===== config.mk =====
export PLATFORM = sky130hd
export DESIGN_NAME = i2c_burst_wr
export DESIGN_NICKNAME = d
export VERILOG_FILES = /design/src/rtl/i2c_wr_pkg.sv /design/src/rtl/i2c_line_sync.sv /design/src/rtl/i2c_bit_engine.sv /design/src/rtl/i2c_wr_decoder.sv /design/src/rtl/i2c_burst_wr.sv
export SDC_FILE = /design/constraint.sdc
export NUM_CORES = 1
export LEC_CHECK = 0
export ABC_AREA = 1
export BUFFER_PORTS_ARGS = -buffer_cell sky130_fd_sc_hd__buf_2
export CORE_MARGIN = 1
export CORE_UTILIZATION = 40
export DETAILED_ROUTE_END_ITERATION = 12
export PLACE_DENSITY = 0.58
export SYNTH_ARGS = -nofsm -noshare
export SYNTH_HDL_FRONTEND = slang
export SYNTH_SLANG_ARGS = --single-unit

===== constraint.sdc =====
create_clock -name clk_i -period 1.7 [get_ports clk_i]
set_clock_uncertainty 0.2 [all_clocks]
set_input_delay 0.17 -clock clk_i [delete_from_list [all_inputs] [get_ports clk_i]]
set_output_delay 0.17 -clock clk_i [all_outputs]
set_load 0.02 [all_outputs]

===== src/rtl/i2c_wr_pkg.sv =====
package i2c_wr_pkg;
  localparam logic [4:0] ADDR_FIX  = 5'b10101;
  localparam logic [7:0] BURST_PTR = 8'hFF;
  localparam int         DATA_W    = 14;
  localparam int         REG_W     = 2;

  typedef enum logic [2:0] {
    ST_IDLE,
    ST_ADDR,
    ST_PTR,
    ST_MSB,
    ST_LSB
  } wr_state_e;
endpackage


===== src/rtl/i2c_line_sync.sv =====
module i2c_line_sync #(
  parameter int STAGES = 2
) (
  input  logic clk_i,
  input  logic rst_ni,
  input  logic scl_i,
  input  logic sda_i,
  output logic scl_o,
  output logic sda_o,
  output logic scl_rise_o,
  output logic scl_fall_o,
  output logic start_o,
  output logic stop_o
);
  logic [1:0] raw, lvl;
  logic       scl_q, sda_q;

  assign raw = {sda_i, scl_i};

  for (genvar g = 0; g < 2; g++) begin : g_line
    logic [STAGES-1:0] ff;
    always_ff @(posedge clk_i or negedge rst_ni) begin
      if (!rst_ni) ff <= '1;
      else         ff <= {ff[STAGES-2:0], raw[g]};
    end
    assign lvl[g] = ff[STAGES-1];
  end

  always_ff @(posedge clk_i or negedge rst_ni) begin
    if (!rst_ni) begin
      scl_q <= 1'b1;
      sda_q <= 1'b1;
    end else begin
      scl_q <= lvl[0];
      sda_q <= lvl[1];
    end
  end

  assign scl_o      = lvl[0];
  assign sda_o      = lvl[1];
  assign scl_rise_o = lvl[0] & ~scl_q;
  assign scl_fall_o = ~lvl[0] & scl_q;
  // SDA edges while SCL stays high
  assign start_o    = lvl[0] & scl_q & sda_q & ~lvl[1];
  assign stop_o     = lvl[0] & scl_q & ~sda_q & lvl[1];
endmodule


===== src/rtl/i2c_bit_engine.sv =====
module i2c_bit_engine (
  input  logic       clk_i,
  input  logic       rst_ni,
  input  logic       scl_i,
  input  logic       sda_i,
  input  logic       scl_rise_i,
  input  logic       scl_fall_i,
  input  logic       start_i,
  input  logic       stop_i,
  input  logic       ack_en_i,
  output logic [7:0] byte_o,
  output logic       byte_rdy_o,
  output logic       ack_done_o,
  output logic       sda_oe_o
);
  logic [7:0] sh_q;
  logic [3:0] cnt_q;
  logic       ack_ph_q, oe_q, rdy_q, done_q;

  always_ff @(posedge clk_i or negedge rst_ni) begin
    if (!rst_ni) begin
      sh_q     <= '0;
      cnt_q    <= '0;
      ack_ph_q <= 1'b0;
      oe_q     <= 1'b0;
      rdy_q    <= 1'b0;
      done_q   <= 1'b0;
    end else begin
      rdy_q  <= 1'b0;
      done_q <= 1'b0;
      if (start_i || stop_i) begin
        cnt_q    <= '0;
        ack_ph_q <= 1'b0;
        oe_q     <= 1'b0;
      end else begin
        if (scl_rise_i && cnt_q < 4'd8) begin
          sh_q  <= {sh_q[6:0], sda_i};
          cnt_q <= cnt_q + 4'd1;
          rdy_q <= (cnt_q == 4'd7);
        end
        if (scl_fall_i && cnt_q == 4'd8) begin
          if (!ack_ph_q) begin
            ack_ph_q <= 1'b1;
            oe_q     <= ack_en_i;
          end else begin
            ack_ph_q <= 1'b0;
            oe_q     <= 1'b0;
            cnt_q    <= '0;
            done_q   <= oe_q;
          end
        end
      end
    end
  end

  assign byte_o     = sh_q;
  assign byte_rdy_o = rdy_q;
  assign ack_done_o = done_q;
  assign sda_oe_o   = oe_q;

  assert_ack_scl_low_R2: assert property (@(posedge clk_i) disable iff (!rst_ni)
    $rose(oe_q) |-> !scl_i);
  assert_bitcnt_range_R10: assert property (@(posedge clk_i) disable iff (!rst_ni)
    cnt_q <= 4'd8);
endmodule


===== src/rtl/i2c_wr_decoder.sv =====
module i2c_wr_decoder
  import i2c_wr_pkg::*;
#(
  parameter int N_CH = 32,
  localparam int CH_W = $clog2(N_CH)
) (
  input  logic              clk_i,
  input  logic              rst_ni,
  input  logic              start_i,
  input  logic              stop_i,
  input  logic [7:0]        byte_i,
  input  logic              byte_rdy_i,
  input  logic              ack_done_i,
  input  logic [1:0]        dev_sel_i,
  output logic              ack_en_o,
  output logic              wr_o,
  output logic [CH_W-1:0]   wr_chan_o,
  output logic [REG_W-1:0]  wr_reg_o,
  output logic [DATA_W-1:0] wr_data_o
);
  localparam logic [CH_W-1:0] CH_MAX = CH_W'(N_CH - 1);

  wr_state_e         state_q;
  logic              burst_q, first_q, ack_q, pend_q, wr_q;
  logic [CH_W-1:0]   chan_q, out_chan_q;
  logic [REG_W-1:0]  reg_q, out_reg_q;
  logic [5:0]        hi_q;
  logic [DATA_W-1:0] out_data_q;

  always_ff @(posedge clk_i or negedge rst_ni) begin
    if (!rst_ni) begin
      state_q    <= ST_IDLE;
      burst_q    <= 1'b0;
      first_q    <= 1'b0;
      ack_q      <= 1'b0;
      pend_q     <= 1'b0;
      wr_q       <= 1'b0;
      chan_q     <= '0;
      reg_q      <= '0;
      hi_q       <= '0;
      out_chan_q <= '0;
      out_reg_q  <= '0;
      out_data_q <= '0;
    end else begin
      wr_q <= 1'b0;
      if (start_i || stop_i) begin
        state_q <= start_i ? ST_ADDR : ST_IDLE;
        burst_q <= 1'b0;
        ack_q   <= 1'b0;
        pend_q  <= 1'b0;
      end else begin
        if (ack_done_i && pend_q) begin
          wr_q   <= 1'b1;
          pend_q <= 1'b0;
        end
        if (byte_rdy_i) begin
          ack_q <= 1'b0;
          unique case (state_q)
            ST_ADDR: begin
              if (byte_i[7:3] == ADDR_FIX && byte_i[2:1] == dev_sel_i && !byte_i[0]) begin
                ack_q   <= 1'b1;
                first_q <= 1'b1;
                state_q <= ST_PTR;
              end else begin
                state_q <= ST_IDLE;
              end
            end
            ST_PTR: begin
              ack_q   <= 1'b1;
              first_q <= 1'b0;
              state_q <= ST_MSB;
              if (first_q && byte_i == BURST_PTR) begin
                burst_q <= 1'b1;
                chan_q  <= '0;
              end else begin
                chan_q  <= byte_i[CH_W-1:0];
              end
            end
            ST_MSB: begin
              ack_q   <= 1'b1;
              reg_q   <= byte_i[7:6];
              hi_q    <= byte_i[5:0];
              state_q <= ST_LSB;
            end
            ST_LSB: begin
              ack_q      <= 1'b1;
              out_chan_q <= chan_q;
              out_reg_q  <= reg_q;
              out_data_q <= {hi_q, byte_i};
              pend_q     <= 1'b1;
              if (burst_q && chan_q != CH_MAX) begin
                chan_q  <= chan_q + 1'b1;
                state_q <= ST_MSB;
              end else begin
                burst_q <= 1'b0;
                state_q <= ST_PTR;
              end
            end
            default: ;
          endcase
        end
      end
    end
  end

  assign ack_en_o  = ack_q;
  assign wr_o      = wr_q;
  assign wr_chan_o = out_chan_q;
  assign wr_reg_o  = out_reg_q;
  assign wr_data_o = out_data_q;

  assert_burst_end_last_R7: assert property (@(posedge clk_i) disable iff (!rst_ni)
    $fell(burst_q) |-> ($past(chan_q) == CH_MAX || $past(start_i) || $past(stop_i)));
  assert_stop_clears_burst_R8: assert property (@(posedge clk_i) disable iff (!rst_ni)
    stop_i |=> !burst_q);
endmodule


===== src/rtl/i2c_burst_wr.sv =====
module i2c_burst_wr
  import i2c_wr_pkg::*;
#(
  parameter int N_CH        = 32,
  parameter int SYNC_STAGES = 2,
  localparam int CH_W       = $clog2(N_CH)
) (
  input  logic              clk_i,
  input  logic              rst_ni,
  input  logic              scl_i,
  input  logic              sda_i,
  input  logic [1:0]        dev_sel_i,
  output logic              sda_oe_o,
  output logic              wr_o,
  output logic [CH_W-1:0]   wr_chan_o,
  output logic [REG_W-1:0]  wr_reg_o,
  output logic [DATA_W-1:0] wr_data_o
);
  logic       scl_s, sda_s, scl_rise, scl_fall, start, stop;
  logic [7:0] rx_byte;
  logic       byte_rdy, ack_done, ack_en;

  i2c_line_sync #(.STAGES(SYNC_STAGES)) u_sync (
    .clk_i, .rst_ni, .scl_i, .sda_i,
    .scl_o(scl_s), .sda_o(sda_s), .scl_rise_o(scl_rise), .scl_fall_o(scl_fall),
    .start_o(start), .stop_o(stop)
  );

  i2c_bit_engine u_bits (
    .clk_i, .rst_ni, .scl_i(scl_s), .sda_i(sda_s),
    .scl_rise_i(scl_rise), .scl_fall_i(scl_fall), .start_i(start), .stop_i(stop),
    .ack_en_i(ack_en), .byte_o(rx_byte), .byte_rdy_o(byte_rdy),
    .ack_done_o(ack_done), .sda_oe_o(sda_oe_o)
  );

  i2c_wr_decoder #(.N_CH(N_CH)) u_dec (
    .clk_i, .rst_ni, .start_i(start), .stop_i(stop),
    .byte_i(rx_byte), .byte_rdy_i(byte_rdy), .ack_done_i(ack_done),
    .dev_sel_i, .ack_en_o(ack_en), .wr_o, .wr_chan_o, .wr_reg_o, .wr_data_o
  );

  assert_wr_single_R5: assert property (@(posedge clk_i) disable iff (!rst_ni)
    wr_o |=> !wr_o);
  assert_wr_after_release_R5: assert property (@(posedge clk_i) disable iff (!rst_ni)
    wr_o |-> !sda_oe_o);
endmodule


# Word level (Yosys, flattened, before mapping)
# Index checks and enable logic that the tools add are counted.
classes:
  magnitude_cmp: 1
  mux: 41
  n_bitwise: 12
  n_reduce_logical: 23
  add_sub_neg: 2
  n_eq_ne: 14
op_table:
  columns: ["operator", "count"]
  rows:
  - ["$mux W1", 27]
  - ["$mux W4", 4]
  - ["$pmux W3 S4", 1]
  - ["$reduce_and A4 Y1", 3]
  - ["$mux W5", 2]
  - ["$pmux W5 S2", 1]
  - ["$eq A8 B8 Y1 const B", 1]
  - ["$reduce_bool A2 Y1", 4]
  - ["$and A1 B1 Y1", 7]
  - ["$logic_and A1 B1 Y1", 7]
  - ["$eq A3 B2 Y1 const B", 2]
  - ["$mux W3", 2]
  - ["$pmux W1 S2", 3]
  - ["$reduce_and A3 Y1", 2]
  - ["$add A5 B1 Y5 const B", 1]
  - ["$eq A5 B5 Y1 const B", 1]
  - ["$ne A5 B5 Y1 const B", 1]
  - ["$not A1 Y1", 5]
  - ["$reduce_bool A5 Y1", 1]
  - ["$add A4 B1 Y4 const B", 1]
  - ["$eq A4 B3 Y1 const B", 1]
  - ["$eq A4 B4 Y1 const B", 1]
  - ["$lt A4 B4 Y1 const B", 1]
  - ["$ne A2 B1 Y1 const B", 2]
  - ["11 further kinds", 12]
word_totals:
  register_bits: 64
  output_inout_bits: 23

# Depth between registers and ports, before layout
# Gate-level depths: netlist of the first run.
depth:
  ltp_word: 7
  ltp_mapped: 11
  mapped_depth_nobuf: 11

# Cells and area by module
# From an unflattened synthesis of the first run, not the netlist that was laid out.
hier_totals:
  hier_cells: 354
  area_unflattened_um2: 2985.4
modules_own_cells:
  columns: ["module", "n_inst", "area_per_inst_um2", "cells_per_inst"]
  rows:
  - ["i2c_wr_decoder", 1, 2039.5, 250]
  - ["i2c_bit_engine", 1, 747.0, 87]
  - ["i2c_line_sync", 1, 198.9, 17]

# Least setup slack after synthesis of the first run
# OpenSTA, ideal clock, no wires.
synth_timing:
  kind: "flip-flop to flip-flop"
  startpoint: "reg u_dec.chan_q[0]"
  endpoint: "reg u_dec.chan_q[0]"
  stages_incl_launch_ff: 11
  t_arrival_ns: 1.432
  path_slack_ns: -0.049
  path_buffers: 0
  required_ns: 1.384
  cell_sequence: "dfrtp_1 > ha_1 > nand2_1 > nor2_1 > ha_1 > nor2_1 > o21ai_2 > nor2_4 > inv_2 > nand2_1 > nand2_1"
synth_between:
  elab_chain_len: 4
  elab_cells_between_ends: 7
  classes_between: "add/sub: 1; eq/ne: 2; mux: 2; reduce/logical: 2"
synth_lines:
  columns: ["element", "line", "text"]
  rows:
  - ["start, declared", "i2c_wr_decoder.sv:25", "logic [CH_W-1:0] chan_q, out_chan_q;"]
  - ["start signal, assigned", "i2c_wr_decoder.sv:76", "chan_q <= byte_i[CH_W-1:0];"]
  - ["start signal, assigned", "i2c_wr_decoder.sv:92", "chan_q <= chan_q + 1'b1;"]
  - ["parallel branches: the longest is 4 deep, another holds $add A5 B1 Y5", null, null]
# Several ways; the timed one is not identified. The select of a mux whose other input is x is not followed.
# A chain may end at the register's enable or synchronous reset.

# Worst setup path in the final report of the first run
# Same ends and word-level chain as after synthesis.

==> key figures, run 1 <==
Synth
  – Synth Instances: around 320
  – Synth warn: 0
  – Mean post-synth cell area: roughly 8.9 um2
  – Sequential area share after synthesis: 0.575
  – Syn Std Cell Area: 0.00280 mm2
  – Unique masters post-synth: 24
  – Net Count, Synth: 326
  – Synth Register Bits: 64

Clocking
  – Root buf cell: clkbuf_8
  – CTS Buf Count: 9
  – Htree depth: 3
  – Setup bufs post-CTS: 0
  – Num Clock Sinks: 64
  – Clock network latency to the later pin of the worst-skew pair: 0.35 ns
  – Clk slew on worst S/H paths: 0.07 ns
  – Clock tree buffer depth: 2
  – CTS tree: done

Critical path
  – Setup crit start kind: register
  – Buf+Inv Stages, Crit Path: 1
  – Worst Path Required: 1.74 ns
  – Worst path max stage delay: 0.40 ns
  – CP cell instances: ha_2 -> nand2_2 -> nor2_2 -> ha_2 -> nor2_4 -> o21ai_4 -> nor2_4 -> inv_2 -> nand2_1 -> nand2_1
  – Critical path class: register to register
  – Crit path max fanout: 5
  – Top delay family on crit path: simple AND/OR/NAND/NOR gates
  – Arr. time, crit path: 1.74 ns
  – Crit-path slowest cell: dfrtp_1
  – Crit path capture type: register

Route
  – Routed Antenna Nets: 0
  – Total vias in the final route: roughly 2200
  – DRC viols: 0
  – DRT Pass-1 Iters: 4
  – Starting DRT DRC Count: 102
  – Number of vias per cell: 4.69
  – Routed wire length: 5.45 mm
  – Routed len/inst: 11.7 um

Finish
  – Finished Layout Cells: 464
  – ANT cells: 0
  – Final core utilization: 0.496
  – Commonest non-fill, non-tap cell in the layout: nand2_1
  – Commonest non-fill, non-tap cells in the layout: nand2_1, dfrtp_1, o21ai_0, inv_1, buf_2
  – Share of cells above drive strength 1: 0.226
  – Cell area after layout: 0.00337 mm2
  – Area growth syn-to-layout: 20.4%
  – Layout Nets: 373
  – Filler cell count: 659

Power
  – Clock power share: 0.340
  – Power per cell area: slightly above 1000 mW/mm2
  – Comb pwr share: 0.142
  – Pleak: 1.74 nW
  – Switching Fraction: 0.305
  – Reg power frac: 0.519
  – Switching power: 1.07 mW
  – Pint: 2.43 mW
  – Tot Pwr: 3.50 mW
  – Max VDD drop: between 0.4 and 0.5 mV

Floorplanning
  – Die ar.: 0.00734 mm2
  – Chip Height: roughly 86 um
  – Core Box Area: between 0.006 and 0.007 mm2
  – Rows: 30
  – I/O pins: 29
  – Die Wd: 85.7 um
  – Initial Utilization: 0.412

Placed design
  – DP Area: 0.00311 mm2
  – Port Buf Inserts: 28
  – Cells after DPL: 444
  – GPL Wtd Cong: 0.907
  – Place WS: -0.0993 ns
  – DP HPWL: 3.86 mm

STA
  – Setup ws final: -0.00386 ns
  – Final min period: 1.70 ns
  – Final period util: 1.00
  – Pins Over Slew Limit: 0
  – Tightest Pin Transition: 0.532 ns
  – Unrepaired setup endpoints after global routing: true
  – Max frequency: slightly below 600 MHz
  – Fin. Hold Viols: 0
  – Hold WS: 0.0880 ns
  – Endpoints failing setup: 1
  – Setup TNS: -0.00386 ns
  – Relative slew slack: 0.645

Global route
  – First-pass GRT wire length: ~9.6 mm
  – Met3 usage: 0.0577
  – GRT Util Overall: 0.170
  – Initial antenna violation count: 0
  – Vias in the first global route: 2043
  – Most used routing layer: met2
  – Global routing met1 resource utilization: 0.222
  – Largest net degree at the start of global routing: 34
  – Grt total ovfl: 0
  – Routing usage on met2: 0.268

Run status
  – Failing checks: negative setup slack
  – Status: finished, violations left

Worst hold path
  – Hold Crit Class: input port to register

Flow run
  – Max Cap Violations: 0
[layer usage]
metal | part of all wire | wire [um]
met4 | 0.010 | 55
met1 | 0.49 | 2680
met3 | 0.039 | 211
met5 | 0 | 0
met2 | 0.46 | 2500
[power groups by stage]
stage	logic, mW	clock network, mW	registers (mW)
floorplan	0.344	0	1.81
global placement	0.485	0	1.84
detailed placement	0.494	0	1.84
CTS	0.502	1.22	1.81
global route	0.599	1.29	1.84
finish	0.495	1.19	1.81
[cell usage after synthesis]
library cell / instances / area, um2
nor2_4: 1 / 11.3
or2_2: 1 / 6.26
o21ai_2: 2 / 17.5
clkbuf_1: 1 / 3.75
nand4_1: 2 / 12.5
nand3b_1: 1 / 7.51
xor2_1: 2 / 17.5
a31oi_1: 1 / 6.26
nand3_1: 27 / 135
nor3_1: 4 / 20.0
inv_2: 1 / 3.75
nor2_1: 25 / 93.8
inv_1: 29 / 109
inv_4: 1 / 6.26
o21ai_0: 39 / 195
ha_1: 4 / 50.1
dfrtp_1: 58 / 1450
dfstp_2: 6 / 158
buf_2: 3 / 15.0
a21oi_1: 2 / 10.0
buf_6: 5 / 56.3
nand2_1: 95 / 357
nand2_2: 2 / 12.5
nand2_4: 4 / 45.0
[final cells by class]
| cell class | instances | area [um2] | share of cell area |
|---|---|---|---|
| tap | 96 | 120 | 0.0356 |
| multi-input combinational | 213 | 1050 | 0.311 |
| clock buffer | 10 | 138 | 0.0408 |
| sequential | 64 | 1610 | 0.477 |
| clock inverter | 6 | 43.8 | 0.0130 |
| inverter | 31 | 119 | 0.0353 |
| timing repair buffer | 44 | 293 | 0.0868 |
[worst paths after layout]
kind | start | endpoint | slack (ns) | cells past startpoint
max in group asynchronous | rst_ni | u_bits.byte_o[6] | 0.62 | 3
worst max-delay path | u_dec.chan_q[0] | u_dec.chan_q[0] | -0.004 | 10
worst max register to register | u_dec.chan_q[0] | u_dec.chan_q[0] | -0.004 | 10
min in group asynchronous | rst_ni | u_bits.byte_o[7] | 0.13 | 2
worst min-delay path | dev_sel_i[1] | u_dec.first_q | 0.09 | 6
worst min register to register | u_sync.g_line[1].ff[0] | u_sync.g_line[1].ff[1] | 0.16 | 0
[kinds of logic (layout without fill, tap and decap cells)]
kind of cell / after synthesis / in the layout / share of synthesized area
xor+xnor: 2 / 2 / 0.00626
simple gates: 162 / 163 / 0.250
compound gates: 44 / 44 / 0.0818
flops: 64 / 64 / 0.575
buf+inv: 40 / 91 / 0.0693
fa+ha+maj: 4 / 4 / 0.0179
[worst reg2reg max path, delay by kind of cell (launching register included)]
family | cells | cell delay (ns)
flip-flops | 1 | 0.40
AND/OR/NAND/NOR | 6 | 0.48
adder cells (fa/ha/maj) | 2 | 0.38
AO/OA/AOI/OAI | 1 | 0.10
buffers and inverters | 1 | 0.05
[state kept, by name, summed over array words and instances, names as in the netlist]
register           flops
u_bits.cnt_q           4
u_bits.byte_rdy_o      1
u_bits.sda_oe_o        1
u_dec.reg_q            2
u_bits.byte_o          8
u_sync.scl_q           1
u_dec.wr_chan_o        5
u_dec.chan_q           5
u_dec.hi_q             6
u_dec.wr_o             1
u_dec.wr_reg_o         2
u_dec.burst_q          1
u_sync.sda_q           1
u_dec.wr_data_o       14
u_dec.ack_en_o         1
u_bits.ack_ph_q        1
u_dec.state_q          3
u_sync.g_line.ff       4
u_dec.first_q          1
u_dec.pend_q           1
u_bits.ack_done_o      1
[timing repair]
action,in CTS,in global routing
gates cloned,1,0
pin swaps,5,8
endpoints found under the setup margin,6,28
hold buffers,3,0
hold endpoints to repair,22,0
resized for setup,5,8
Power figures use the tool's default switching activity.
==> run 2: changes to the inputs <==
--- a/config.mk
+++ b/config.mk
@@ -10,7 +10,7 @@
 export CORE_MARGIN = 1
 export CORE_UTILIZATION = 40
 export DETAILED_ROUTE_END_ITERATION = 12
-export PLACE_DENSITY = 0.58
+export PLACE_DENSITY = 0.56
 export SYNTH_ARGS = -nofsm -noshare
 export SYNTH_HDL_FRONTEND = slang
 export SYNTH_SLANG_ARGS = --single-unit
==> constraint.sdc (replaced) <==
create_clock -name clk_i -period 1.6 [get_ports clk_i]
set_clock_uncertainty 0.2 [all_clocks]
set_input_delay 0.16 -clock clk_i [delete_from_list [all_inputs] [get_ports clk_i]]
set_output_delay 0.16 -clock clk_i [all_outputs]
set_load 0.02 [all_outputs]
==> run 2 against run 1 <==
  * Routed wire length grew 12%
  * Sequential share of layout area is 5.3 points lower
  * Combinational power is 23% higher
  * Die area stayed put
  * The flow still finishes with violations (negative setup slack)
  * Clock-buffer cell count up 3
  * Utilization increased by 6.2 points
  * Non-clock buffer count grew 18
  * Final cell count rose by 3.9%
  * Via count grew 4.1%
  * Largest power group unchanged
  * Critical path depth stayed put
  * Sequential cell count did not move
==> key figures, run 2 (synthesized netlist as in run 1, its figures left out) <==
Run status
  – Status: finished, violations left
  – Failing checks: negative setup slack

Floorplanning
  – Die Wd: 85.7 um (unchanged)
  – Die ar.: 0.00734 mm2 (unchanged)
  – I/O pins: 29 (unchanged)
  – Rows: 30 (unchanged)
  – Initial Utilization: 0.412 (unchanged)
  – Core Box Area: 0.00679 mm2 (unchanged)
  – Chip Height: 85.7 um (unchanged)

Finish
  – Max FFs per register: 14 (unchanged)
  – Share of cells above drive strength 1: 0.358 (+0.132)
  – Commonest non-fill, non-tap cell in the layout: nand2_1
  – ANT cells: 0 (unchanged)
  – Area growth syn-to-layout: 35.6%
  – Filler cell count: 616 (-6.5%)
  – Commonest non-fill, non-tap cells in the layout: nand2_1, dfrtp_1, inv_1, buf_2, nand3_1
  – FF+latch area: 0.00161 mm2 (unchanged)
  – Area occupied by multi-input gates: 0.00120 mm2 (+14%)
  – Cell area after layout: 0.00380 mm2 (+13%)
  – Layout Nets: 391 (+4.8%)

STA
  – Final period util: 1.06 (+0.0584)
  – Setup TNS: -0.854 ns (-0.851 ns)
  – Fin. Hold Viols: 0 (unchanged)
  – Final min period: 1.70 ns (-0.00674 ns)
  – Pins Over Slew Limit: 0 (unchanged)
  – Unrepaired setup endpoints after global routing: true
  – Relative slew slack: 0.777 (+0.132)
  – Hold WS: 0.103 ns (+0.0154 ns)
  – Setup ws final: -0.0971 ns (-0.0933 ns)
  – Max frequency: 589 MHz (+0.40%)
  – Endpoints failing setup: 21 (+20)
  – Tightest Pin Transition: 0.334 ns (-0.197 ns)

Route
  – Met3 wire len: 205 um (-2.8%)
  – WL met1: 2.86 mm (+6.5%)
  – DRC viols: 0 (unchanged)
  – Routed wire length: 6.11 mm (+12%)
  – Starting DRT DRC Count: 83 (-19%)
  – Routed len/inst: 12.7 um (+7.9%)
  – Routed Antenna Nets: 0 (unchanged)
  – Uppermost layer routed: met4
  – Total vias in the final route: 2264 (+4.1%)
  – Met2 WL: 2.90 mm (+16%)
  – DRT Pass-1 Iters: 4 (unchanged)
  – Number of vias per cell: 4.70 (+0.20%)

Global route
  – Initial antenna violation count: 0 (unchanged)
  – First-pass GRT wire length: 9.86 mm (+3.0%)
  – Vias in the first global route: 2138 (+4.7%)
  – Largest net degree at the start of global routing: 65 (+91%)
  – GRT Util Overall: 0.178 (+0.00775)
  – Grt total ovfl: 0 (unchanged)

Clocking
  – Htree depth: 3 (unchanged)
  – Num Clock Sinks: 64 (unchanged)
  – Clock tree buffer depth: 2 (unchanged)
  – Clock network latency to the later pin of the worst-skew pair: 0.33 ns (-0.02 ns)
  – CTS Buf Count: 9 (unchanged)
  – CTS tree: done
  – Clk slew on worst S/H paths: 0.07 ns (about the same)
  – Root buf cell: clkbuf_8

Placed design
  – Port Buf Inserts: 28 (unchanged)
  – DP Area: 0.00320 mm2 (+2.9%)
  – GPL Wtd Cong: 0.873 (-3.8%)
  – DP HPWL: 3.91 mm (+1.2%)
  – Place WS: -0.0950 ns (+0.00432 ns)

Critical path
  – Buf+Inv Stages, Crit Path: 1 (unchanged)
  – Setup crit start kind: register
  – Top delay family on crit path: simple AND/OR/NAND/NOR gates
  – Critical path class: register to register
  – Arr. time, crit path: 1.72 ns (-0.02 ns)
  – CP cell instances: ha_2 -> nand2_2 -> nor2_2 -> ha_2 -> nor2_4 -> o21ai_4 -> nor2_4 -> inv_2 -> nand2_1 -> nand2_1
  – Crit path capture type: register
  – Worst Path Required: 1.62 ns (-0.12 ns)
  – Worst path max stage delay: 0.38 ns (-0.02 ns)
  – Crit path max fanout: 5 (unchanged)
  – Crit-path slowest cell: dfrtp_1
  – WP depth: 10 (unchanged)
  – Cell depth of the worst flop-to-flop path: 10 (unchanged)

Worst hold path
  – Hold Crit Class: input port to register
  – Hold Path Depth: 6 (unchanged)

Power
  – Pleak: 1.90 nW (+8.8%)
  – Max VDD drop: 0.644 mV (+38%)
  – Power per cell area: 1060 mW/mm2 (+2.2%)

Flow run
  – Max Cap Violations: 0 (unchanged)
[run 2: changes by cell type in the layout (fill, tap and decap cells not counted), sizes merged]
cell,delta
clkbuf,+6
buf,+15
clkinvlp,-1
bufinv,+2
clkinv,-3
inv,-1
[run 2: routing by layer]
metal,GRT usage,vias to the layer above
li1,-,1144
met1,0.232,1066
met2,0.268,40
met3,0.0529,14
met4,0.0939,0
met5,0,-
[run 2: worst paths after layout]
path	start	endpoint	slack [ns]
worst max-delay path	u_dec.chan_q[1]	u_dec.chan_q[4]	-0.1
max in group asynchronous	rst_ni	u_sync.sda_q	0.71
worst min register to register	u_sync.g_line[1].ff[0]	u_sync.g_line[1].ff[1]	0.16
min in group asynchronous	rst_ni	u_dec.wr_data_o[12]	0.17
worst max register to register	u_dec.chan_q[1]	u_dec.chan_q[4]	-0.1
worst min-delay path	dev_sel_i[1]	u_dec.first_q	0.10
[run 2: stage by stage]
stage          total power, mW   util  instances
3_3_place_gp              2.50  0.471        452
2_1_floorplan             2.29      -        316
4_1_cts                   4.04  0.511        473
6_report                  4.02  0.559        482
5_1_grt                   4.26  0.559        482
3_5_place_dp              2.51  0.471        452
[run 2: report_power, final]
| group | internal, mW | switching [mW] | total, mW |
|---|---|---|---|
| registers | 1.78 | 0.133 | 1.91 |
| clock network | 0.920 | 0.581 | 1.50 |
| logic | 0.228 | 0.380 | 0.609 |
| total | 2.93 | 1.09 | 4.02 |
[run 2: timing repair]
action / 4_1_cts / 5_1_grt
pin swaps: 8 / 15
hold endpoints to repair: 66 / 0
gates resized for setup: 4 / 76
gates cloned: 1 / 4
buffers inserted: 1 / 5
endpoints found under the setup margin: 7 / 50
hold buffers: 3 / 0
[run 2: area by class of cell]
| type | instances | area share |
|---|---|---|
| Tap cell | 96 | 0.0316 |
| Clock buffer | 13 | 0.0392 |
| Multi-Input combinational cell | 213 | 0.316 |
| Inverter | 31 | 0.0326 |
| Sequential cell | 64 | 0.424 |
| Clock inverter | 3 | 0.0171 |
| Timing Repair Buffer | 62 | 0.139 |
[run 2: tightest hold or removal path, delay by kind of cell]
kind	cells	cell delay, ns
AND/OR/NAND/NOR	5	0.34
buffers and inverters	1	0.10
==> run 3: changes to the inputs <==
--- a/config.mk
+++ b/config.mk
@@ -13,4 +13,5 @@
 export PLACE_DENSITY = 0.56
 export SYNTH_ARGS = -nofsm -noshare
 export SYNTH_HDL_FRONTEND = slang
+export SYNTH_HIERARCHICAL = 1
 export SYNTH_SLANG_ARGS = --single-unit
==> run 3 against run 2 <==
  * The run still ends with negative setup slack left
  * Clock-buffer cell count shrank 1
  * Sequential cell count is the same
  * Register-to-register slack lost 0.05 ns
  * Highest routed layer unchanged
==> key figures, run 3 <==
Route
  – Total vias in the final route: 2491 (+10%)
  – Routed len/inst: 12.9 um (+1.7%)
  – Starting DRT DRC Count: 52 (-37%)
  – Routed wire length: 6.88 mm (+13%)
  – Routed Antenna Nets: 0 (unchanged)
  – DRC viols: 0 (unchanged)
  – DRT Pass-1 Iters: 4 (unchanged)
  – Number of vias per cell: 4.66 (-0.69%)

Finish
  – ANT cells: 0 (unchanged)
  – Cell area after layout: 0.00420 mm2 (+11%)
  – Share of cells above drive strength 1: 0.462 (+0.105)
  – Layout Nets: 441 (+13%)
  – Commonest non-fill, non-tap cells in the layout: nand2_1, dfrtp_1, nand2_2, inv_1, buf_2
  – Finished Layout Cells: 534 (+11%)
  – Max FFs per register: 14 (unchanged)
  – Commonest non-fill, non-tap cell in the layout: nand2_1
  – Final core utilization: 0.582 (+0.0229)
  – Area growth syn-to-layout: 40.6%

STA
  – Endpoints failing setup: 56 (+170%)
  – Max frequency: 571 MHz (-3.0%)
  – Final period util: 1.09 (+0.0333)
  – Hold WS: 0.0507 ns (-0.0527 ns)
  – Relative slew slack: 0.641 (-0.136)
  – Final min period: 1.75 ns (+0.0532 ns)
  – Unrepaired setup endpoints after global routing: true
  – Pins Over Slew Limit: 0 (unchanged)
  – Fin. Hold Viols: 0 (unchanged)
  – Setup ws final: -0.150 ns (-0.0532 ns)
  – Tightest Pin Transition: 0.538 ns (+0.203 ns)

Global route
  – Grt total ovfl: 0 (unchanged)
  – Vias in the first global route: 2524 (+18%)
  – Initial antenna violation count: 0 (unchanged)
  – First-pass GRT wire length: 11.4 mm (+16%)
  – GRT Util Overall: 0.197 (+0.0185)
  – Largest net degree at the start of global routing: 29 (-55%)

Floorplanning
  – Core Box Area: 0.00721 mm2 (+6.2%)
  – Initial Utilization: 0.414 (+0.00165)
  – I/O pins: 29 (unchanged)
  – Die ar.: 0.00781 mm2 (+6.5%)
  – Chip Height: 88.4 um (+3.2%)
  – Rows: 31 (+3.3%)
  – Die Wd: 88.4 um (+3.2%)

Critical path
  – Crit path max fanout: 6 (+1)
  – Crit path capture type: register
  – Arr. time, crit path: 1.78 ns (+0.06 ns)
  – Worst Path Required: 1.63 ns (about the same)
  – Critical path class: register to register
  – Setup crit start kind: register

Placed design
  – DP Area: 0.00344 mm2 (+7.6%)
  – DP HPWL: 4.47 mm (+14%)
  – Port Buf Inserts: 28 (unchanged)
  – Cells after DPL: 503 (+11%)
  – GPL Wtd Cong: 0.794 (-9.1%)

Power
  – Pleak: 2.18 nW (+15%)
  – Power per cell area: 1180 mW/mm2 (+11%)
  – Max VDD drop: 0.721 mV (+12%)

Synth
  – Net Count, Synth: 364 (+12%)
  – Synth Area in Compound Gates: 0.0658 (-0.0160)
  – Sequential area share after synthesis: 0.539 (-0.0356)
  – Primary FF master, synth: dfrtp_1
  – Synth warn: 6 (+6)
  – Synth area leader: dfrtp_1
  – Top cell type's share of synthesized area: 0.486 (-0.0322)
  – Largest family of logic cells by synthesized area: simple AND/OR/NAND/NOR gates
  – Commonest cells post-synth: nand2_1, dfrtp_1, inv_1
  – Mean post-synth cell area: 8.43 um2 (-4.8%)
  – Synth Area in Adders: 0.0168 (-0.00111)
  – Multiplexer share of the synthesized area: 0 (unchanged)
  – Synth Instances: 354 (+12%)
  – Most frequent cell after synthesis: nand2_1
  – Synth Register Bits: 64 (unchanged)
  – Unique masters post-synth: 24 (unchanged)
  – Largest cells by area after synthesis: dfrtp_1, nand2_1, dfstp_2, inv_1, nand3_1
  – Asr flop ratio synth: 1.00 (unchanged)
  – XOR/XNOR Fraction of Synth Area: 0.00293 (-0.00332)
  – Simple-gate share of the synthesized area: 0.302 (+0.0515)
  – Syn Std Cell Area: 0.00299 mm2 (+6.6%)
  – EDFF count, synth: 0 (unchanged)

Clocking
  – Htree depth: 3 (unchanged)
  – Clock network latency to the later pin of the worst-skew pair: 0.35 ns (+0.02 ns)
  – Num Clock Sinks: 64 (unchanged)
  – CTS tree: done
  – Root buf cell: clkbuf_8
  – CTS Buf Count: 9 (unchanged)
  – Clk slew on worst S/H paths: 0.07 ns (about the same)
  – Clock tree buffer depth: 2 (unchanged)

Worst hold path
  – Hold Crit Class: input port to register

Flow run
  – Max Cap Violations: 0 (unchanged)

Run status
  – Status: finished, violations left
  – Failing checks: negative setup slack
-- run 3: cell count changes after synthesis, sizes merged, moves of 2 or more --
cell / previous run / this run
o21ai: 41 / 25
inv: 31 / 41
a21oi: 2 / 6
nand3: 27 / 25
buf: 8 / 6
nor2: 26 / 33
nand2: 101 / 146
nor3: 4 / 0
-- run 3: path summary, 6_finish.rpt --
kind | from | end | slack [ns] | depth (start not counted)
min in group asynchronous | rst_ni | u_dec/wr_data_o[12] | 0.12 | 2
max | u_sync/sda_q | u_dec/hi_q[1] | -0.15 | 10
max in group asynchronous | rst_ni | u_bits/byte_o[2] | 0.50 | 3
min | dev_sel_i[1] | u_dec/first_q | 0.05 | 6
max reg2reg | u_sync/sda_q | u_dec/hi_q[1] | -0.15 | 10
min reg2reg | u_sync/g_line[0].ff[0] | u_sync/g_line[0].ff[1] | 0.16 | 0
-- run 3: final cells by class --
type,instances,area [um2]
Sequential cell,64,1610
Multi-Input combinational cell,246,1520
Timing Repair Buffer,69,588
Fill cell,668,3020
Clock inverter,3,17.5
Tap cell,99,124
Clock buffer,12,155
Inverter,41,179
-- run 3: metal layers --
layer  routed length (um)  vias to the layer above  GRT usage
met2                 3410                       36      0.327
met3                  155                       19     0.0345
li1                     -                     1263          -
met5                    0                        -          0
met1                 3090                     1173      0.241
met4                  223                        0      0.114
-- run 3: cell families after synthesis --
group / Yosys count
AO/OA/AOI/OAI: 31
XOR/XNOR: 1
adder cells (fa/ha/maj): 4
buffers and inverters: 47
flip-flops: 64
AND/OR/NAND/NOR: 207
-- run 3: what timing repair did --
| action | 4_1_cts | 5_1_grt |
|---|---|---|
| resized for setup | 60 | 61 |
| pin swaps | 23 | 25 |
| hold buffers | 3 | 0 |
| setup buffers | 10 | 1 |
| gates cloned | 4 | 0 |
| hold endpoints to repair | 54 | 0 |
| setup endpoints to repair | 56 | 57 |
-- run 3: report_power, final --
| group | internal, mW | total (mW) | switching [mW] | leakage, nW |
|---|---|---|---|---|
| combinational | 0.567 | 1.48 | 0.917 | 1.25 |
| sequential | 1.88 | 2.23 | 0.350 | 0.843 |
| clock | 0.633 | 1.25 | 0.613 | 0.0882 |
| total | 3.08 | 4.96 | 1.88 | 2.18 |
-- run 3: worst max-delay path: stages, from the launching register on --
cell	delay, ns
dfstp_2	0.55
inv_2	0.04
nand2_2	0.06
nor2_4	0.05
nor2_4	0.16
nand2_4	0.09
buf_6	0.14
clkinv_8	0.08
nand3_4	0.11
nand2_2	0.10
o21ai_1	0.06
-- run 3: per-stage QoR --
stage,setup TNS (ns),setup slack (ns),total power [mW]
after floorplan,-1.99,-0.0712,2.90
after global placement,-3.58,-0.116,3.29
after detailed placement,-4.96,-0.157,3.30
after CTS,-5.20,-0.158,4.77
after global routing,-9.27,-0.221,5.27
final,-5.04,-0.150,4.96
